[src/rtl/gpio_ctrl_pkg.sv]
package gpio_ctrl_pkg;
  localparam int unsigned BANK_W     = 32;
  localparam int unsigned BANK_SEL_W = 2;
  localparam int unsigned BANK_SLOTS = 1 << BANK_SEL_W;
  localparam int unsigned CAP_SEL_W  = 4;
  localparam int unsigned CAP_SLOTS  = 1 << CAP_SEL_W;

  typedef enum logic [1:0] {
    REG_LVL     = 2'd0,
    REG_LVL_CLR = 2'd1,
    REG_REL     = 2'd2,
    REG_DIR     = 2'd3
  } bank_reg_e;

  function automatic logic [BANK_W-1:0] bank_mask(int unsigned bank, int unsigned pins);
    logic [BANK_W-1:0] m;
    m = '0;
    for (int unsigned i = 0; i < BANK_W; i++)
      if (bank * BANK_W + i < pins) m[i] = 1'b1;
    return m;
  endfunction
endpackage

[src/rtl/gpio_sync.sv]
module gpio_sync #(
  parameter int unsigned W      = 8,
  parameter int unsigned STAGES = 2
) (
  input  logic         clk_i,
  input  logic         rst_ni,
  input  logic [W-1:0] d_i,
  output logic [W-1:0] q_o
);
  logic [W-1:0] stg_q [STAGES];

  always_ff @(posedge clk_i or negedge rst_ni) begin
    if (!rst_ni) begin
      for (int i = 0; i < int'(STAGES); i++) stg_q[i] <= '0;
    end else begin
      stg_q[0] <= d_i;
      for (int i = 1; i < int'(STAGES); i++) stg_q[i] <= stg_q[i-1];
    end
  end

  assign q_o = stg_q[STAGES-1];
endmodule

[src/rtl/gpio_rstcap.sv]
module gpio_rstcap #(
  parameter int unsigned W   = 64,
  parameter int unsigned LAT = 2
) (
  input  logic         clk_i,
  input  logic         rst_ni,
  input  logic [W-1:0] smp_i,
  output logic [W-1:0] cap_o
);
  localparam int unsigned CW = $clog2(LAT + 1) + 1;
  localparam logic [CW-1:0] LAT_C = CW'(LAT);

  logic [CW-1:0] cnt_q;
  logic          done_q;
  logic [W-1:0]  cap_q;

  // wait until the synchronizer holds real pad data, then latch once
  always_ff @(posedge clk_i or negedge rst_ni) begin
    if (!rst_ni) begin
      cnt_q  <= '0;
      done_q <= 1'b0;
      cap_q  <= '0;
    end else if (!done_q) begin
      if (cnt_q == LAT_C) begin
        cap_q  <= smp_i;
        done_q <= 1'b1;
      end else begin
        cnt_q <= cnt_q + 1'b1;
      end
    end
  end

  assign cap_o = cap_q;

  a_r8_done_sticky: assert property (@(posedge clk_i) disable iff (!rst_ni)
    done_q |=> done_q);
  a_r8_capture_frozen: assert property (@(posedge clk_i) disable iff (!rst_ni)
    done_q |=> $stable(cap_q));
endmodule

[src/rtl/gpio_bank.sv]
module gpio_bank
  import gpio_ctrl_pkg::*;
#(
  parameter logic [BANK_W-1:0] IMPL = '1
) (
  input  logic              clk_i,
  input  logic              rst_ni,
  input  logic              set_i,
  input  logic              clr_i,
  input  logic              rel_i,
  input  logic [BANK_W-1:0] wdata_i,
  output logic [BANK_W-1:0] lvl_o,
  output logic [BANK_W-1:0] oe_o
);
  logic [BANK_W-1:0] wmask;
  logic [BANK_W-1:0] lvl_q, oe_q;

  assign wmask = wdata_i & IMPL;

  always_ff @(posedge clk_i or negedge rst_ni) begin
    if (!rst_ni) begin
      lvl_q <= '0;
      oe_q  <= '0;
    end else if (set_i) begin
      lvl_q <= lvl_q | wmask;
      oe_q  <= oe_q | wmask;
    end else if (clr_i) begin
      lvl_q <= lvl_q & ~wmask;
      oe_q  <= oe_q | wmask;
    end else if (rel_i) begin
      oe_q  <= oe_q & ~wmask;
    end
  end

  assign lvl_o = lvl_q;
  assign oe_o  = oe_q;

  a_r3_set_drives_high: assert property (@(posedge clk_i) disable iff (!rst_ni)
    set_i |=> ((lvl_q & $past(wmask)) == $past(wmask)) && ((oe_q & $past(wmask)) == $past(wmask)));
  a_r4_clr_drives_low: assert property (@(posedge clk_i) disable iff (!rst_ni)
    (clr_i && !set_i) |=> ((lvl_q & $past(wmask)) == '0) && ((oe_q & $past(wmask)) == $past(wmask)));
  a_r5_release_keeps_level: assert property (@(posedge clk_i) disable iff (!rst_ni)
    (rel_i && !set_i && !clr_i) |=> ((oe_q & $past(wmask)) == '0) && $stable(lvl_q));
endmodule

[src/rtl/gpio_bank_ctrl.sv]
module gpio_bank_ctrl
  import gpio_ctrl_pkg::*;
#(
  parameter int unsigned NUM_PINS    = 75,
  parameter int unsigned CAP_PINS    = 64,
  parameter int unsigned SYNC_STAGES = 2,
  parameter int unsigned ADDR_W      = 8
) (
  input  logic                clk_i,
  input  logic                rst_ni,
  input  logic                req_i,
  input  logic                we_i,
  input  logic [ADDR_W-1:0]   addr_i,
  input  logic [31:0]         wdata_i,
  output logic [31:0]         rdata_o,
  output logic                rvalid_o,
  input  logic [NUM_PINS-1:0] pad_i,
  output logic [NUM_PINS-1:0] pad_o,
  output logic [NUM_PINS-1:0] pad_oe_o,
  output logic [NUM_PINS-1:0] irq_o
);
  localparam int unsigned NUM_BANKS = (NUM_PINS + BANK_W - 1) / BANK_W;
  localparam int unsigned CAP_WORDS = (CAP_PINS + BANK_W - 1) / BANK_W;
  localparam int unsigned FULL_W    = BANK_SLOTS * BANK_W;
  localparam int unsigned CAP_FW    = CAP_SLOTS * BANK_W;

  logic [NUM_PINS-1:0] pad_s;
  logic [CAP_PINS-1:0] cap;
  logic [FULL_W-1:0]   smp_full, lvl_full, oe_full;
  logic [CAP_FW-1:0]   cap_full;

  logic [BANK_W-1:0] smp_w [BANK_SLOTS];
  logic [BANK_W-1:0] lvl_w [BANK_SLOTS];
  logic [BANK_W-1:0] oe_w  [BANK_SLOTS];
  logic [BANK_W-1:0] cap_w [CAP_SLOTS];

  gpio_sync #(.W(NUM_PINS), .STAGES(SYNC_STAGES)) u_sync (
    .clk_i (clk_i), .rst_ni(rst_ni), .d_i(pad_i), .q_o(pad_s)
  );

  gpio_rstcap #(.W(CAP_PINS), .LAT(SYNC_STAGES)) u_cap (
    .clk_i (clk_i), .rst_ni(rst_ni), .smp_i(pad_s[CAP_PINS-1:0]), .cap_o(cap)
  );

  assign irq_o = pad_s;

  // address decode
  logic                  hit, in_cap, wr;
  logic [BANK_SEL_W-1:0] bsel;
  logic [CAP_SEL_W-1:0]  csel;
  bank_reg_e             rsel;

  assign hit    = (addr_i >> 7) == '0;
  assign in_cap = addr_i[6];
  assign bsel   = addr_i[5:4];
  assign csel   = addr_i[5:2];
  assign rsel   = bank_reg_e'(addr_i[3:2]);
  assign wr     = req_i && we_i && hit && !in_cap;

  assign smp_full = FULL_W'(pad_s);
  assign cap_full = CAP_FW'(cap);

  for (genvar b = 0; b < int'(BANK_SLOTS); b++) begin : g_bank
    assign smp_w[b] = smp_full[b*BANK_W +: BANK_W];
    if (b < int'(NUM_BANKS)) begin : g_real
      logic sel;
      assign sel = wr && (bsel == BANK_SEL_W'(b));
      gpio_bank #(.IMPL(bank_mask(b, NUM_PINS))) u_bank (
        .clk_i  (clk_i),
        .rst_ni (rst_ni),
        .set_i  (sel && rsel == REG_LVL),
        .clr_i  (sel && rsel == REG_LVL_CLR),
        .rel_i  (sel && rsel == REG_REL),
        .wdata_i(wdata_i),
        .lvl_o  (lvl_w[b]),
        .oe_o   (oe_w[b])
      );
    end else begin : g_none
      assign lvl_w[b] = '0;
      assign oe_w[b]  = '0;
    end
    assign lvl_full[b*BANK_W +: BANK_W] = lvl_w[b];
    assign oe_full[b*BANK_W +: BANK_W]  = oe_w[b];
  end

  for (genvar c = 0; c < int'(CAP_SLOTS); c++) begin : g_capw
    if (c < int'(CAP_WORDS)) begin : g_real
      assign cap_w[c] = cap_full[c*BANK_W +: BANK_W];
    end else begin : g_none
      assign cap_w[c] = '0;
    end
  end

  assign pad_o    = lvl_full[NUM_PINS-1:0];
  assign pad_oe_o = oe_full[NUM_PINS-1:0];

  // read path
  logic [31:0] rd_d, rdata_q;
  logic        rvalid_q, rd_req;

  assign rd_req = req_i && !we_i;

  always_comb begin
    rd_d = '0;
    if (hit) begin
      if (in_cap) rd_d = cap_w[csel];
      else begin
        unique case (rsel)
          REG_LVL: rd_d = smp_w[bsel];
          REG_DIR: rd_d = oe_w[bsel];
          default: rd_d = '0;
        endcase
      end
    end
  end

  always_ff @(posedge clk_i or negedge rst_ni) begin
    if (!rst_ni) begin
      rvalid_q <= 1'b0;
      rdata_q  <= '0;
    end else begin
      rvalid_q <= rd_req;
      rdata_q  <= rd_req ? rd_d : '0;
    end
  end

  assign rdata_o  = rdata_q;
  assign rvalid_o = rvalid_q;

  a_r6_read_answered: assert property (@(posedge clk_i) disable iff (!rst_ni)
    rd_req |=> rvalid_o);
  a_r6_no_spurious_valid: assert property (@(posedge clk_i) disable iff (!rst_ni)
    !rd_req |=> !rvalid_o);
  a_r9_unimpl_quiet: assert property (@(posedge clk_i) disable iff (!rst_ni)
    ((lvl_full >> NUM_PINS) == '0) && ((oe_full >> NUM_PINS) == '0));
  a_r9_wr_no_read: assert property (@(posedge clk_i) disable iff (!rst_ni)
    (req_i && we_i) |=> !rvalid_o);
endmodule

[config.mk]
export PLATFORM = sky130hd
export DESIGN_NAME = gpio_bank_ctrl
export DESIGN_NICKNAME = d
export VERILOG_FILES = /design/src/rtl/gpio_ctrl_pkg.sv /design/src/rtl/gpio_sync.sv /design/src/rtl/gpio_rstcap.sv /design/src/rtl/gpio_bank.sv /design/src/rtl/gpio_bank_ctrl.sv
export SDC_FILE = /design/constraint.sdc
export NUM_CORES = 1
export LEC_CHECK = 0
export ABC_CLOCK_PERIOD_IN_PS = 1590
export CAP_MARGIN = 20
export CORE_ASPECT_RATIO = 1.75
export CORE_UTILIZATION = 45
export CTS_CLUSTER_SIZE = 20
export DETAILED_ROUTE_END_ITERATION = 12
export PLACE_DENSITY_LB_ADDON = 0.05
export SETUP_SLACK_MARGIN = 0.5
export SYNTH_ARGS = -nofsm -noshare
export SYNTH_HDL_FRONTEND = slang
export SYNTH_SLANG_ARGS = --single-unit
[constraint.sdc]
create_clock -name clk_i -period 1.59 [get_ports clk_i]
set_input_delay 0.318 -clock clk_i [delete_from_list [all_inputs] [get_ports clk_i]]
set_output_delay 0.318 -clock clk_i [all_outputs]
set_load 0.1 [all_outputs]
Word level (Yosys, flattened, before mapping)
Cells that the tools add are included.

operators by class
  add/sub/neg operators = 1
  order comparisons = 2
  equal/unequal tests = 6
  multiplexer cells = 30
  bitwise gates (word level) = 18
  reductions and logical operators = 29

operator list
  kind                                            number
  2-to-1 mux 32 bit                               24
  AND 32 bit                                      6
  binary-select mux 32 bit (select 2 bit)         2
  binary-select mux 32 bit (select 4 bit)         1
  OR 32 bit                                       4
  OR 32 x 11 -> 32 bit                            2
  one-hot mux 32 bit (2 select lines)             1
  NOT 11 -> 32 bit                                1
  NOT 32 bit                                      1
  logical AND 1 bit                               16
  nonzero test 3 bit                              3
  logical NOT 8 bit                               1
  == test 2 bit (second input constant)           3
  nonzero test 2 bit                              3
  >= comparator 5 bit (second input constant)     1
  NOT 4 -> 5 bit                                  1
  == test 2 x 1 -> 1 bit (second input constant)  2
  logical NOT 2 bit                               2
  AND reduction 2 bit                             2
  adder 3 x 1 -> 3 bit (second input constant)    1
  == test 3 x 2 -> 1 bit (second input constant)  1
  >= comparator 3 bit (second input constant)     1
  NOT 2 -> 3 bit                                  1
  logical NOT 1 bit                               2
  2 further kinds                                 4

word-level totals
  register bits after elaboration = 443
  input bits = 119
  output and inout bits = 258
  word-level logic and storage cells = 99

Depth between registers and ports, before layout
  depth after elaboration = 8
  mapped depth = 10
  depth with buffers taken out = 6

By module
A second synthesis with hierarchy kept.

unflattened totals
  cells, all modules = 1253
  area total of the unflattened synthesis = 16615.9 um^2

modules (own cells, without submodules)
  module                                    instances  cells an instance  area an instance (um^2)  seq. area each (um^2)
  gpio_bank at g_bank[0].g_real.u_bank ...  2          208                2497.4                   1601.5
  gpio_sync                                 1          225                4316.6                   3753.6
  gpio_bank_ctrl                            1          345                3243.1                   825.8
  gpio_rstcap                               1          153                2884.0                   1701.6
  gpio_bank at g_bank[2].g_real.u_bank      1          114                1177.4                   550.5

Least setup slack after synthesis
Ideal clock, no wire load.

  path kind = input to register
  start = input port addr_i[2]
  end = register with a tool-made name
  setup time = 0.123 ns
  arrival = 2.361 ns
  required time = 1.467 ns
  setup slack = -0.894 ns
  cell stages on the path = 9
  buffers on the path = 5
  cell sequence = clkbuf_1 buf_2 buf_2 inv_1 ha_1 or2_2 clkbuf_1 clkbuf_1 a32o_1

RTL lines
  element      RTL line              source
  from (decl)  gpio_bank_ctrl.sv:13  input logic [ADDR_W-1:0] addr_i,

Worst setup path after layout
  start = register u_cap.cnt_q[0]
  end = register u_cap.cap_q[2] (netlist: u_cap.cap_o[2])

between the ends
  longest elaborated chain between the ends = 2

ends and longest elaborated chain
  element                               RTL line           source
  from (decl)                           gpio_rstcap.sv:13  logic [CW-1:0] cnt_q;
  from (signal assigned)                gpio_rstcap.sv:28  cnt_q <= cnt_q + 1'b1;
  == test 3 x 2 -> 1 bit                gpio_rstcap.sv:24  if (cnt_q == LAT_C) begin
  AND reduction 2 bit (no source line)  -
  to (signal assigned)                  gpio_rstcap.sv:25  cap_q <= smp_i;
  to (decl)                             gpio_rstcap.sv:15  logic [W-1:0] cap_q;

Every way passes these cells.
A chain may end at the register's enable or synchronous reset.

==> flow_results.org <==
** Clock tree
- Skew-Pair Late Insertion Delay :: 550 ps
- Counting along the longest clock path gives a buffer depth of 3.
- Level count of the clock H-tree :: 2
- Cts bufs inserted :: 39
- TritonCTS built the clock tree.
- The cell sitting at the root of the clock tree is a sky130_fd_sc_hd__clkbuf_16.
- After clock tree synthesis, the clock-pin slew on the worst setup and hold paths is 60 ps.
- Clock sink count :: 401

** Timing
- Final hold viol count :: 0
- Setup violations remaining at the end of the flow were counted as 4.
- At the pin with the least slew margin, the transition time is 609 ps.
- Hold timing on the final database bottoms out at a slack of 138 ps.
- Worst setup margin :: -2.11 ps
- After layout, the minimum clock period comes to 1590 ps.
- Fin. max-slew vios :: 0
- Headroom to the max-slew limit came out at 59.3%.
- Between clock sinks in the finished design, the worst skew comes to 13.0 ps.
- Fmax :: 0.628 GHz
- Dividing the final minimum period by the clock period gives 100%.
- Setup repair after global routing could not meet its margin everywhere.

** GRT
- met2 is the most crowded layer.
- Entering global routing, the biggest net connects 51 pins.
- In the global route stage, met1 resource usage came out at 34.7%.
- GRT Total Usage :: 31.9%
- The number of global-route vias before repair was 14200.
- GR met2 Demand/Resource :: 57.9%
- Antenna violations before repair :: 1
- GR Layer Usage met3 :: 6.41%
- First-pass GRT wire length :: 88200 um
- Summed over all layers, the global routing overflow is 0.

** Finish
- Register area :: 0.0102 mm^2
- Counting the fill cells in the layout gives 1712.
- Net count reported at finish :: 1972
- Multi-input gate area in the final layout :: 0.00626 mm^2
- Share of cells above drive strength 1 :: 61.6%
- From synthesis to final layout, the design area changed by 82.5%.
- The finished layout holds 2340 standard cells, fillers aside.

** Synth
- Synthesized Nets :: 1363
- In this run, synthesis inferred 0 flip-flops with an integrated enable.
- Syn Std Cell Area :: 0.0163 mm^2
- A synthesized cell averages 13.2 um^2.
- Count of distinct cell types in the synthesized netlist :: 29
- Most common cell in the netlist :: sky130_fd_sc_hd__dfrtp_1
- After synthesis, flip-flops and latches occupy 61.7% of the total area.
- Counting instances in the post-synthesis netlist gives the leading cell types as sky130_fd_sc_hd__dfrtp_1, sky130_fd_sc_hd__a32o_1, sky130_fd_sc_hd__nand3_1.
- The synthesized design devotes to its leading area cell type 61.7% of total area.
- Gate count after technology mapping :: 1236
- Synthesis inferred 401 register bits.
- Yosys attributes the largest share of cell area to sky130_fd_sc_hd__dfrtp_1, sky130_fd_sc_hd__a32o_1, sky130_fd_sc_hd__mux2_2.
- Share of synthesized flip-flops with an asynchronous set or reset :: 100%
- YS warnings :: 0
- Most common flop cell mapped by yosys :: sky130_fd_sc_hd__dfrtp_1
- Of all cell types, the one taking the most synthesized area is sky130_fd_sc_hd__dfrtp_1.

** Run status
- The final reports fail on negative setup slack.
- The flow ran to the end, but the final reports show violations.

** Die
- Floorplan die height :: 254 um
- The die is 146 um wide.
- The die covers 0.0369 mm^2.
- The region available for standard cell placement spans 0.0354 mm^2.
- Number of top-level pins :: 377
- Once the floorplan was initialized, standard cells occupied 45.9% of the core.
- The floorplan has 91 rows.

** Critical path
- Crit-path cells :: inv_2, ha_4, and3_4, buf_12, clkbuf_16, mux2_4
- STA classifies the critical path endpoint as a flop.
- Along the worst path, the maximum fanout reaches 7.
- Critical path class :: flop to flop
- Critical Path End :: u_cap.cap_o[2]
- Cells on worst reg2reg path :: 6
- Sort of element at the start of the critical path :: flop
- STA puts the critical path data required time at 2020 ps.
- The setup check on the worst reg-to-reg path leaves a slack of -2 ps.
- On the critical path, the stage with the largest delay is an instance of sky130_fd_sc_hd__dfrtp_1.
- Tracing the worst setup path back leads to its startpoint at u_cap.cnt_q[0].
- The worst register-to-register path begins at u_cap.cnt_q[0].
- At the worst endpoint, the arrival time is 2020 ps.
- Delay of the slowest critical-path stage :: 400 ps
- End of the worst register-to-register path :: u_cap.cap_o[2]

** Power
- Part of the total power dissipated in combinational logic :: 31.9%
- Internal power :: 19.7 mW
- Net switching is 35.0% of the power.
- For this design the ratio of total power to cell area is 1020 mW/mm^2.
- The share of total power dissipated in the clock network is 29.4%.
- Total design power :: 30.3 mW
- Leakage power figure :: 12.4 nW
- The share of total power dissipated in sequential elements is 38.7%.
- The analysis attributes to net switching a power of 10.6 mW.
- VDD sags by at most 0.961 mV.

** Route
- In this run the remaining antenna-violating nets after routing total 0.
- The routed layout has 13800 vias.
- Drc violations :: 0
- Dividing the detail-routed wire length by the instance count gives 26.9 um.
- Wire length after detailed routing :: 63100 um
- In this run, the number of DRC markers left after iteration 0 of detailed routing was 1016.
- After detailed routing, the number of vias per cell comes to 5.89.
- For this run, the detailed router's first-pass iteration total came to 5.

** Placed design
- Port buffering added 374 buffers.
- Pre-CTS setup slack :: -579 ps
- After detailed placement, the design holds a cell count of 1977.
- Half-perimeter wire length after placement :: 34900 um
- Final weighted congestion of routability-driven global placement :: 0.846

** Worst hold path
- The worst hold path belongs to the class input pin to flop.

** Flow run
- Across the run, the number of max-cap violations was 0.
[critical path: cells and delay by family (launching register included)]
kind                     cells  cell delay (ps)
AND/OR/NAND/NOR              1              210
multiplexers                 1              290
buffers and inverters        3              430
flip-flops                   1              400
adder cells (fa/ha/maj)      1              120
[worst min path at each step]
stage | to | depth (start not counted) | start
2_1_floorplan | asynchronous set/reset pin | 0 | rst_ni
3_3_place_gp | u_cap.cap_o[17] | 1 | rst_ni
3_5_place_dp | u_cap.cap_o[49] | 1 | rst_ni
4_1_cts | rvalid_o | 3 | we_i
5_1_grt | rvalid_o | 3 | we_i
6_report | rvalid_o | 3 | we_i
[power groups by stage]
stage               clock network [mW]  logic, mW  registers, mW
finish                            8.93       9.66           11.7
global route                      9.39       9.87           11.8
CTS                               8.94       9.10           11.7
detailed placement                   0       8.38           11.9
global placement                     0       8.33           11.9
floorplan                            0       2.09           14.5
[layout by cell type, fill, tap and decap left out, drive strengths merged, types with 32 or more instances in the layout]
cell type and instances:
a22oi 32, a32o 150, buf 663, clkbuf 67, clkdlybuf4s50 107, dfrtp 401, mux2 85, mux2i 75
nand3 150, o22ai 32
[timing repair]
item | in CTS | in global routing
cloned | 37 | 7
endpoints found under the hold margin | 28 | 0
setup buffers | 177 | 70
endpoints found under the setup margin | 505 | 531
gates resized for setup | 165 | 214
pin swaps | 74 | 196
hold buffers | 1 | 0
[cell families after synthesis]
logic type,after synthesis,synth area share (%)
AO/OA/AOI/OAI,240,12.8
buffers and inverters,217,7.44
flip-flops,401,61.7
multiplexers,160,10.5
AND/OR/NAND/NOR,209,6.96
adder cells (fa/ha/maj),8,0.615
XOR/XNOR,1,0.0538
[final cells by class]
type | instances | share of cell area (%)
multi-input cells | 618 | 21.1
diodes | 1 | 0.00843
well taps | 465 | 1.96
clock inverters | 11 | 0.215
clock buffers | 59 | 3.77
flip-flops and latches | 401 | 34.5
repair buffers | 779 | 38.4
inverters | 6 | 0.110
[routing by layer]
metal,share of wire (%),wire [um]
met2,54,33900
met3,6.6,4180
met5,0,0
met1,34,21300
met4,5.9,3730
[metrics by stage]
step / TNS, ps / area [um^2] / util (%)
floorplan: -11510 / 17200 / -
global placement: -74900 / 23900 / 67.5
detailed placement: -83680 / 23900 / 67.5
CTS: 0 / 28100 / 79.3
global route: -308 / 29700 / 83.9
finish: -6.96 / 29700 / 83.9
Power figures use the tool's default switching activity.
